[src/rtl/enc66_pkg.sv]
// Package enc66_pkg
// Shared widths, character values, code values and the per-lane
// classification record for the 64b/66b transmit encoder.
// Assumes eight lanes of eight bits; all layout offsets derive from these.
package enc66_pkg;

    localparam int LANES    = 8;
    localparam int BYTE_W   = 8;
    localparam int C7_W     = 7;
    localparam int O4_W     = 4;
    localparam int HDR_W    = 2;
    localparam int TYPE_W   = 8;
    localparam int WORD_W   = LANES * BYTE_W;
    localparam int BLK_W    = HDR_W + WORD_W;
    localparam int TYPE_LSB = HDR_W;
    localparam int PAY_LSB  = HDR_W + TYPE_W;

    // Sync headers as vector values (bit 0 is sent first)
    localparam logic [HDR_W-1:0] HDR_DATA = 2'b01;
    localparam logic [HDR_W-1:0] HDR_CTRL = 2'b10;

    // Control characters arriving on the byte lanes
    localparam logic [BYTE_W-1:0] CH_IDLE  = 8'h07;
    localparam logic [BYTE_W-1:0] CH_ERR   = 8'hFE;
    localparam logic [BYTE_W-1:0] CH_START = 8'hFB;
    localparam logic [BYTE_W-1:0] CH_TERM  = 8'hFD;
    localparam logic [BYTE_W-1:0] CH_OSEQ  = 8'h9C;
    localparam logic [BYTE_W-1:0] CH_OSIG  = 8'h5C;

    // Line codes
    localparam logic [C7_W-1:0] C7_IDLE = 7'h00;
    localparam logic [C7_W-1:0] C7_ERR  = 7'h1E;
    localparam logic [O4_W-1:0] O4_SEQ  = 4'h0;
    localparam logic [O4_W-1:0] O4_SIG  = 4'hF;

    // Block types
    localparam logic [TYPE_W-1:0] BT_CTRL  = 8'h1E;
    localparam logic [TYPE_W-1:0] BT_S0    = 8'h78;
    localparam logic [TYPE_W-1:0] BT_O0O4  = 8'h55;
    localparam logic [TYPE_W-1:0] BT_O0C   = 8'h4B;
    localparam logic [TYPE_W-1:0] BT_CO4   = 8'h2D;

    // Per-lane classification record
    typedef struct packed {
        logic              is_data;
        logic              is_code;   // idle or error, has a 7-bit code
        logic              is_start;
        logic              is_term;
        logic              is_oset;   // sequence or signal ordered set
        logic [C7_W-1:0]   code7;
        logic [O4_W-1:0]   code4;
    } lane_class_t;

    // Block type of a terminate block by the lane that holds the terminate
    function automatic logic [TYPE_W-1:0] term_type(input int k);
        case (k)
            0:       return 8'h87;
            1:       return 8'h99;
            2:       return 8'hAA;
            3:       return 8'hB4;
            4:       return 8'hCC;
            5:       return 8'hD2;
            6:       return 8'hE1;
            default: return 8'hFF;
        endcase
    endfunction

endpackage

[src/rtl/enc66_lane_sort.sv]
// Module enc66_lane_sort
// Classifies each byte lane independently: data, idle/error with its 7-bit
// line code, start, terminate, or ordered set with its 4-bit code.
// Assumes nothing about neighbouring lanes; unknown control bytes leave all
// class flags clear so that the packer falls back to an error block.
module enc66_lane_sort
    import enc66_pkg::*;
#(
    parameter int N_LANES = LANES
) (
    input  logic [N_LANES*BYTE_W-1:0]   lane_data,
    input  logic [N_LANES-1:0]          lane_ctrl,
    output lane_class_t [N_LANES-1:0]   lane_cls
);

    for (genvar g = 0; g < N_LANES; g++) begin : g_lane
        logic [BYTE_W-1:0] b;
        logic              c;
        assign b = lane_data[g*BYTE_W +: BYTE_W];
        assign c = lane_ctrl[g];

        // Decode one lane's byte and flag into its class record
        always_comb begin
            lane_cls[g]          = '0;
            lane_cls[g].is_data  = !c;
            lane_cls[g].is_code  = c && ((b == CH_IDLE) || (b == CH_ERR));
            lane_cls[g].is_start = c && (b == CH_START);
            lane_cls[g].is_term  = c && (b == CH_TERM);
            lane_cls[g].is_oset  = c && ((b == CH_OSEQ) || (b == CH_OSIG));
            lane_cls[g].code7    = (c && (b == CH_ERR)) ? C7_ERR : C7_IDLE;
            lane_cls[g].code4    = (c && (b == CH_OSIG)) ? O4_SIG : O4_SEQ;
        end

        // a lane never falls into two classes at once
        always_comb begin
            lane_onehot_chk: assert ($onehot0({lane_cls[g].is_data, lane_cls[g].is_code,
                                               lane_cls[g].is_start, lane_cls[g].is_term,
                                               lane_cls[g].is_oset}));
        end
    end

endmodule

[src/rtl/enc66_pack.sv]
// Module enc66_pack
// Matches the eight lane classes against the supported block formats and
// assembles the 66-bit block, each field LSB at the lower index (sent first).
// Assumes lane classes from enc66_lane_sort; purely combinational.
module enc66_pack
    import enc66_pkg::*;
(
    input  lane_class_t [LANES-1:0] cls,
    input  logic [WORD_W-1:0]       data,
    output logic [BLK_W-1:0]        blk
);

    logic [LANES-1:0] dat_v, code_v;
    logic             all_data, all_code, start0;
    logic             os55, os4b, os2d;
    logic [LANES-1:0] term_ok;

    // Collect per-lane flags into vectors
    always_comb begin
        for (int i = 0; i < LANES; i++) begin
            dat_v[i]  = cls[i].is_data;
            code_v[i] = cls[i].is_code;
        end
    end

    // Recognise the whole-word formats
    always_comb begin
        all_data = &dat_v;
        all_code = &code_v;
        start0   = cls[0].is_start && (&dat_v[LANES-1:1]);
        os55     = cls[0].is_oset && (&dat_v[3:1]) && cls[4].is_oset && (&dat_v[7:5]);
        os4b     = cls[0].is_oset && (&dat_v[3:1]) && (&code_v[7:4]);
        os2d     = (&code_v[3:0]) && cls[4].is_oset && (&dat_v[7:5]);
    end

    // Recognise a terminate in each lane position
    always_comb begin
        for (int k = 0; k < LANES; k++) begin
            term_ok[k] = cls[k].is_term;
            for (int j = 0; j < LANES; j++) begin
                if (j < k) term_ok[k] = term_ok[k] && dat_v[j];
                if (j > k) term_ok[k] = term_ok[k] && code_v[j];
            end
        end
    end

    // Assemble the block for the matching format, else an error block
    always_comb begin
        blk = '0;
        if (all_data) begin
            blk[HDR_W-1:0]          = HDR_DATA;
            blk[BLK_W-1:HDR_W]      = data;
        end else begin
            blk[HDR_W-1:0]          = HDR_CTRL;
            if (all_code) begin
                blk[TYPE_LSB +: TYPE_W] = BT_CTRL;
                for (int i = 0; i < LANES; i++)
                    blk[PAY_LSB + C7_W*i +: C7_W] = cls[i].code7;
            end else if (start0) begin
                blk[TYPE_LSB +: TYPE_W] = BT_S0;
                for (int i = 1; i < LANES; i++)
                    blk[PAY_LSB + BYTE_W*(i-1) +: BYTE_W] = data[BYTE_W*i +: BYTE_W];
            end else if (|term_ok) begin
                for (int k = 0; k < LANES; k++) begin
                    if (term_ok[k]) begin
                        blk[TYPE_LSB +: TYPE_W] = term_type(k);
                        for (int j = 0; j < LANES; j++) begin
                            if (j < k)
                                blk[PAY_LSB + BYTE_W*j +: BYTE_W] = data[BYTE_W*j +: BYTE_W];
                            if (j > k)
                                blk[PAY_LSB + BYTE_W*k + C7_W*(j-k-1) +: C7_W] = cls[j].code7;
                        end
                    end
                end
            end else if (os55) begin
                blk[TYPE_LSB +: TYPE_W] = BT_O0O4;
                for (int i = 1; i < 4; i++)
                    blk[PAY_LSB + BYTE_W*(i-1) +: BYTE_W] = data[BYTE_W*i +: BYTE_W];
                blk[PAY_LSB + 24 +: O4_W] = cls[0].code4;
                blk[PAY_LSB + 28 +: O4_W] = cls[4].code4;
                for (int i = 5; i < LANES; i++)
                    blk[PAY_LSB + 32 + BYTE_W*(i-5) +: BYTE_W] = data[BYTE_W*i +: BYTE_W];
            end else if (os4b) begin
                blk[TYPE_LSB +: TYPE_W] = BT_O0C;
                for (int i = 1; i < 4; i++)
                    blk[PAY_LSB + BYTE_W*(i-1) +: BYTE_W] = data[BYTE_W*i +: BYTE_W];
                blk[PAY_LSB + 24 +: O4_W] = cls[0].code4;
                for (int i = 4; i < LANES; i++)
                    blk[PAY_LSB + 28 + C7_W*(i-4) +: C7_W] = cls[i].code7;
            end else if (os2d) begin
                blk[TYPE_LSB +: TYPE_W] = BT_CO4;
                for (int i = 0; i < 4; i++)
                    blk[PAY_LSB + C7_W*i +: C7_W] = cls[i].code7;
                blk[PAY_LSB + 28 +: O4_W] = cls[4].code4;
                for (int i = 5; i < LANES; i++)
                    blk[PAY_LSB + 32 + BYTE_W*(i-5) +: BYTE_W] = data[BYTE_W*i +: BYTE_W];
            end else begin
                blk[TYPE_LSB +: TYPE_W] = BT_CTRL;
                for (int i = 0; i < LANES; i++)
                    blk[PAY_LSB + C7_W*i +: C7_W] = C7_ERR;
            end
        end
    end

endmodule

[src/rtl/enc66_tx.sv]
// Module enc66_tx
// 64b/66b transmit block encoder top: lane classification, block assembly
// and a single output register stage with a valid strobe.
// Assumes a synchronous active-low reset and one word per accepted clock.
module enc66_tx
    import enc66_pkg::*;
(
    input  logic                clk,
    input  logic                rst_n,
    input  logic                in_valid,
    input  logic [WORD_W-1:0]   in_data,
    input  logic [LANES-1:0]    in_ctrl,
    output logic                out_valid,
    output logic [BLK_W-1:0]    out_block
);

    lane_class_t [LANES-1:0] cls;
    logic [BLK_W-1:0]        blk_next;

    enc66_lane_sort #(.N_LANES(LANES)) u_sort (
        .lane_data (in_data),
        .lane_ctrl (in_ctrl),
        .lane_cls  (cls)
    );

    enc66_pack u_pack (
        .cls  (cls),
        .data (in_data),
        .blk  (blk_next)
    );

    // Register the assembled block when a word is accepted
    always_ff @(posedge clk) begin
        if (!rst_n) begin
            out_valid <= 1'b0;
            out_block <= '0;
        end else begin
            out_valid <= in_valid;
            if (in_valid) out_block <= blk_next;
        end
    end


    reset_clears_chk: assert property (@(posedge clk)
        !rst_n |=> (!out_valid && out_block == '0));


    valid_latency_chk: assert property (@(posedge clk) disable iff (!rst_n)
        in_valid |=> out_valid);


    idle_hold_chk: assert property (@(posedge clk) disable iff (!rst_n)
        !in_valid |=> (!out_valid && $stable(out_block)));


    data_pass_chk: assert property (@(posedge clk) disable iff (!rst_n)
        (in_valid && in_ctrl == '0) |=>
            (out_block[HDR_W-1:0] == HDR_DATA && out_block[BLK_W-1:HDR_W] == $past(in_data)));


    ctrl_header_chk: assert property (@(posedge clk) disable iff (!rst_n)
        (in_valid && in_ctrl != '0) |=> (out_block[HDR_W-1:0] == HDR_CTRL));

endmodule

[config.mk]
export PLATFORM = sky130hd
export DESIGN_NAME = enc66_tx
export DESIGN_NICKNAME = d
export VERILOG_FILES = /design/src/rtl/enc66_pkg.sv /design/src/rtl/enc66_lane_sort.sv /design/src/rtl/enc66_pack.sv /design/src/rtl/enc66_tx.sv
export SDC_FILE = /design/constraint.sdc
export NUM_CORES = 1
export LEC_CHECK = 0
export ABC_AREA = 1
export BUFFER_PORTS_ARGS = -buffer_cell sky130_fd_sc_hd__clkbuf_2
export CAP_MARGIN = 20
export CELL_PAD_IN_SITES_DETAIL_PLACEMENT = 1
export CELL_PAD_IN_SITES_GLOBAL_PLACEMENT = 2
export CORE_ASPECT_RATIO = 0.6
export CORE_MARGIN = 5
export CORE_UTILIZATION = 31
export DETAILED_ROUTE_END_ITERATION = 16
export PLACE_DENSITY_LB_ADDON = 0.1
export RECOVER_POWER = 25
export REMOVE_ABC_BUFFERS = 1
export SYNTH_ARGS = -nofsm -noshare
export SYNTH_HDL_FRONTEND = slang
export SYNTH_HIERARCHICAL = 1
export SYNTH_SLANG_ARGS = --single-unit
export TNS_END_PERCENT = 10
[constraint.sdc]
create_clock -name clk -period 5.05 [get_ports clk]
set_input_delay 0.2525 -clock clk [delete_from_list [all_inputs] [get_ports clk]]
set_output_delay 0.2525 -clock clk [all_outputs]
set_load 0.02 [all_outputs]
==> summary.md, run 1 <==
| Metric | Value |
|---|---|
| Status | finished, violations left |
| Failing checks | max-capacitance violations, max-slew violations |
| Worst R2R End | out_block[53] |
| Layout area overhead | 9.031% |
| Yosys Warn Count | 6 |
| Via Count | 11.58k |
| Cell Pwr Density | 161.4 mW/mm^2 |
| Overall Power | 1605 uW |
| Post-synthesis cell count | 1751 |
| Initial antenna violation count | 1 |
| Max Buffers Root-to-Sink | 2 |
| Total of max-cap violations | 1 |
| Drt wl/cell | 19.97 um |
| CTS tree | done |
| # rows | 48 |
| Layout cells sized above 1 | 12.29% |
| Min Tclk post-route | 3553 ps |
| Hold Path Class | in2reg |
| Chip width | 231.4 um |
| RSZ-0062 raised after global routing | false |
| Maximum fanout along the worst path | 36 |
| Fmax | 281.4 MHz |
| H-Tree Depth | 3 |
| Met1 Use GR | 41.15% |
| Slew HR | -121.6% |
| Least-Margin Pin Slew | 3324 ps |
| R2R depth | 2 |
| Period utilization | 70.37% |
| Post-DRT Antenna Nets | 0 |
| Sink Count | 67 |
| Ports | 142 |
| Max Clock Skew | 0 ps |
| CP endpoint kind | flip-flop |
| Post-place instance area | 0.009671 mm^2 |
| Vias/cell | 5.245 |
| Synth Cell Area | 0.009116 mm^2 |
| Max VDD drop | 0.0001160 V |
| Static Leak | 0.004999 uW |
| Setup Buffers After CTS | 0 |
| IO Port Bufs | 141 |
| Hold path cells | 7 |
| Setup-failing EPs final | 0 |
| Clock slew at reported path FFs | 70 ps |
| Setup tns final | 0 ps |
| Core ar. | 0.02889 mm^2 |
| Die Y | 142.8 um |
| CTS buffer count | 9 |
| Largest net degree at the start of global routing | 85 |
| Die area | 0.03305 mm^2 |
| Reg2reg setup slack | 4450 ps |
| GR peak layer | met1 |
| Crit Path Class | in2reg |
| Hold path start | in_data[63] |
| Global-route wire length before repair | 67.16 mm |
| Hold Path Sink | out_block[65] |
| Met2 usage | 36.43% |
| Final Max Tran Viols | 68 |
| Final hold violations | 0 |
| Initial Utilization | 31.56% |
| Starting DRC count in detailed routing | 979 |
| Total GRT Usage | 26.23% |
| Util after Layout | 34.41% |
| Final HPWL DP | 32.83 mm |
| Arrival @ worst endpoint | 3820 ps |
| Root buffer cell | clkbuf_16 |
| Resize count post-CTS | 0 |
| Worst skew pair latency | 370 ps |
| Worst reg2reg path startpoint | out_block[53] |
| Critical Path RT | 5320 ps |
| Post-Route WL | 44.09 mm |
| DRC Markers | 0 |
| Drt pass-1 iters | 5 |
| Met3 Track Usage GR | 5.584% |
| Remaining global-route overflow | 0 |
| Vias in the first global route | 11.10k |
| Final Cell Area | 0.009940 mm^2 |
| Layout net count | 1877 |
| CTS Hold Bufs | 0 |
| Final GP Congestion | 0.9341 |
| Synth Area per Inst | 5.206 um^2 |
| Startpoint types | input port |
==> where the power goes <==
part           total, uW  internal [uW]  leakage, uW  switching (uW)
Sequential           578            562     0.000558            16.5
Combinational        305           84.9      0.00429             220
Clock                722            431     0.000150             291
Total               1600           1080      0.00500             527
==> layout make-up <==
class	instances	area [um^2]
repair buffers	161	814.5
clock buffers	11	232.7
well taps	400	500.5
inverters	231	867.1
fillers	4145	18950
diodes	1	2.502
multi-input cells	1332	6103
flip-flops and latches	67	1341
clock inverters	5	77.57
==> cells in the final DEF, fill, tap and decap left out, types with 3 or more instances in the layout <==
cell         n
inv_1      209
o31ai_1      4
o22ai_1     38
a31oi_1     19
nand2_1    518
dfxtp_1     67
clkbuf_1    35
o21ai_0    116
nand2_2     16
o21ai_1     16
clkbuf_2   108
nor3_1      42
nor2_4      11
nand4_1     18
o221ai_1     4
o211ai_1    10
or2_2        4
a21oi_1    114
conb_1      24
buf_4       20
a22oi_1      5
nor2_1     236
and3b_1      3
nor2_2      17
nor3_2       3
nand3_1     91
clkbuf_16    9
inv_2       22
or2_1        3
==> critical path, cell delays in order <==
cell and delay, ps:
clkbuf_2 120, inv_2 100, nor3_1 270, nand2_1 90, nand2_1 100, nand2_1 140
nor2_4 350, nand2_2 500, nand2_2 290, nor2_4 90, nand2_8 160, nand2_4 170
inv_2 480, o21ai_1 170, o21ai_1 190, nand2_1 70, inv_1 50, nand2_1 40
nand2_1 90, nor2_1 60
==> through the flow <==
stage	setup WS, ps	hold slack, ps	instances
finish	1497	295.6	2208
global route	1151	337.4	2208
CTS	1648	288.9	2207
detailed placement	1239	463.1	2191
global placement	1358	455.6	2191
floorplan	53.80	346.0	1630
==> state kept, by name, summed over array words and instances (netlist names) <==
signal     count
out_valid      1
out_block     66
==> routing by layer <==
metal	wire length, um	up-vias	share of wire (%)
met1	22860	5556	52
met3	3598	34	8.2
li1	-	5603	-
met5	0	-	0
met2	17120	387	39
met4	506	0	1.1
==> how the worst max path moves through the flow <==
stage                     from       endpoint  slack (ps)  depth (start not counted)
CTS                 in_ctrl[5]  out_block[54]        1650                         20
global route        in_ctrl[5]  out_block[52]        1150                         21
finish              in_ctrl[5]  out_block[54]        1500                         20
detailed placement  in_ctrl[5]  out_block[54]        1240                         20
floorplan           in_ctrl[5]   out_block[6]          50                         15
global placement    in_ctrl[5]  out_block[49]        1360                         20
Power figures use the tool's default switching activity.
==> run 2: changes to the inputs <==
CORE_UTILIZATION = 29   (was 31)
clock period = 3.5 ns   (was 5.05 ns; I/O delays follow)
==> run 2 against run 1 <==
Compared with the run above: the run still ends with max-capacitance violations, max-slew violations left; first-iteration DRC count is 0.92% higher; routed wire length up 4.7%; via count is 1.6% higher; die area rose by 6.5%; combinational power increased by 45%; clock skew is the same; register-to-register slack worse by 1600 ps; largest power group unchanged.
==> summary.md, run 2 (synthesis gave the netlist of run 1 again) <==
| Metric | Value |
|---|---|
| Final Max Tran Viols | 43 (-37%) |
| Min Tclk post-route | 2864 ps |
| Worst skew pair latency | 370 ps (about the same) |
| Initial antenna violation count | 0 (-1) |
| Drt wl/cell | 20.48 um (+2.6%) |
| Hold Path Class | in2reg |
| Sink Count | 67 (unchanged) |
| Post-Route WL | 46.19 mm (+4.7%) |
| Critical path cell sequence | clkbuf_2 -> inv_2 -> nor3_2 -> nand3_1 -> nand2_1 -> nand2_1 -> nor2_4 -> inv_2 -> nor2_4 -> inv_2 -> nand2_2 -> inv_2 -> nand2_1 -> a22oi_1 -> o21ai_1 -> nand2_1 -> inv_1 -> nand2_1 -> nand2_1 -> nor2_1 |
| Die Y | 147.3 um (+3.2%) |
| Failing checks | max-capacitance violations, max-slew violations |
| Chip width | 238.9 um (+3.2%) |
| CTS Hold Bufs | 0 (unchanged) |
| Max Clock Skew | 0 ps (unchanged) |
| CP endpoint kind | flip-flop |
| Starting DRC count in detailed routing | 988 (+0.92%) |
| DRC Markers | 0 (unchanged) |
| Final hold violations | 0 (unchanged) |
| # rows | 50 (+4.2%) |
| Fmax | 349.2 MHz |
| Commonest non-fill, non-tap cell in the layout | nand2_1 |
| Vias in the first global route | 11.56k (+4.2%) |
| Max Buffers Root-to-Sink | 2 (unchanged) |
| Final setup margin | 636.4 ps (-860.1 ps) |
| Register area | 0.001341 mm^2 (unchanged) |
| Leading cell types in the layout, fill and taps excluded | 518 x nand2_1, 236 x nor2_1, 209 x inv_1 |
| Pre-CTS WS | 427.9 ps (-811.2 ps) |
| Least-Margin Pin Slew | 2147 ps (-1177 ps) |
| Slew HR | -43.15% (+78 points) |
| Largest register FFs | 66 (unchanged) |
| Crit Path Class | in2reg |
| RSZ-0062 raised after global routing | false |
| Static Leak | 0.005171 uW (+3.4%) |
| Final HPWL DP | 34.61 mm (+5.4%) |
| Setup-failing EPs final | 0 (unchanged) |
| Root buffer cell | clkbuf_16 |
| Period utilization | 81.82% |
| Post-DRT Antenna Nets | 0 (unchanged) |
| Remaining global-route overflow | 0 (unchanged) |
| Cell Pwr Density | 226.1 mW/mm^2 (+40%) |
| Status | finished, violations left |
| Initial Utilization | 29.32% (-2.2 points) |
| Clock slew at reported path FFs | 70 ps (about the same) |
| Drt pass-1 iters | 5 (unchanged) |
| CTS buffer count | 9 (unchanged) |
| Final GP Congestion | 0.9200 (-1.5%) |
| N_diodes | 0 (-1) |
| Critical path's slowest cell | inv_2 |
| Core ar. | 0.03109 mm^2 (+7.6%) |
| Via Count | 11.77k (+1.6%) |
| Non-Filler Instances | 2255 (+2.1%) |
| Crit-path leading delay family | buffers and inverters |
| Layout cells sized above 1 | 13.92% (+1.6 points) |
| Top cell by count, worst path | nand2_1 |
| Most flops, register | out_block |
| Arrival @ worst endpoint | 3180 ps (-640 ps) |
| H-Tree Depth | 3 (unchanged) |
| IO Port Bufs | 141 (unchanged) |
| Die area | 0.03520 mm^2 (+6.5%) |
| Resize count post-CTS | 0 (unchanged) |
| Ports | 142 (unchanged) |
| Max VDD drop | 0.0002168 V (+87%) |
| Total of max-cap violations | 1 (unchanged) |
| Maximum fanout along the worst path | 31 (-14%) |
| Global-route wire length before repair | 70.59 mm (+5.1%) |
| CTS tree | done |
| Total GRT Usage | 25.82% (-0.42 points) |
| Layout area overhead | 12.20% |
| Layout net count | 1909 (+1.7%) |
| Setup Buffers After CTS | 0 (unchanged) |
| Overall Power | 2312 uW (+44%) |
| Worst path max stage delay | 620 ps (+120 ps) |
| Vias/cell | 5.220 (-0.48%) |
| Placed Cells incl. Taps | 2239 (+2.2%) |
| Largest net degree at the start of global routing | 70 (-18%) |
| Startpoint types | input port |
| CP bufs+invs | 6 (+2) |
| Regs by FF count | out_block (66), out_valid (1) |
| Critical Path RT | 3810 ps (-1510 ps) |
| # fillers | 4363 (+5.3%) |
| Area occupied by multi-input gates | 0.006103 mm^2 (unchanged) |
[run 2: routing by layer]
| metal | wire length, um | GRT usage [%] |
|---|---|---|
| met2 | 17840 | 35.79 |
| met3 | 3627 | 5.291 |
| met5 | 0 | 0 |
| met1 | 24150 | 40.60 |
| met4 | 568 | 5.017 |
[run 2: final cells by class]
class                           instances  area share (%)
Clock inverter                          4          0.4648
Multi-Input combinational cell       1332           59.67
Inverter                              231           8.477
Timing Repair Buffer                  193           10.58
Tap cell                              416           5.089
Clock buffer                           12           2.605
Sequential cell                        67           13.11
[run 2: report_power, final]
part / internal [uW] / switching, uW
registers: 810 / 23.7
logic: 120 / 322
clock network: 608 / 429
[run 2: through the flow]
stage | hold WS [ps] | util (%) | setup TNS [ps] | area (um^2)
finish | 219.7 | 32.90 | 0 | 10230
CTS | 207.8 | 33.03 | 0 | 10270
global placement | 456.4 | 32.02 | 0 | 9956
global route | 280.4 | 32.90 | 0 | 10230
floorplan | 268.5 | - | -72770 | 8304
detailed placement | 463.8 | 32.02 | 0 | 9956
[run 2: worst reg2reg max path: stages (launching register included)]
cell and delay [ps]:
dfxtp_1 350, nor2_1 50, nor2_1 140
[run 2: worst paths after layout]
check / from / end / slack [ps] / cells after the start
setup / recovery: in_ctrl[4] / out_block[53] / 640 / 20
hold / removal: in_data[63] / out_block[65] / 220 / 7
setup reg to reg: out_block[23] / out_block[23] / 2900 / 2
hold reg to reg: out_block[55] / out_block[55] / 470 / 2
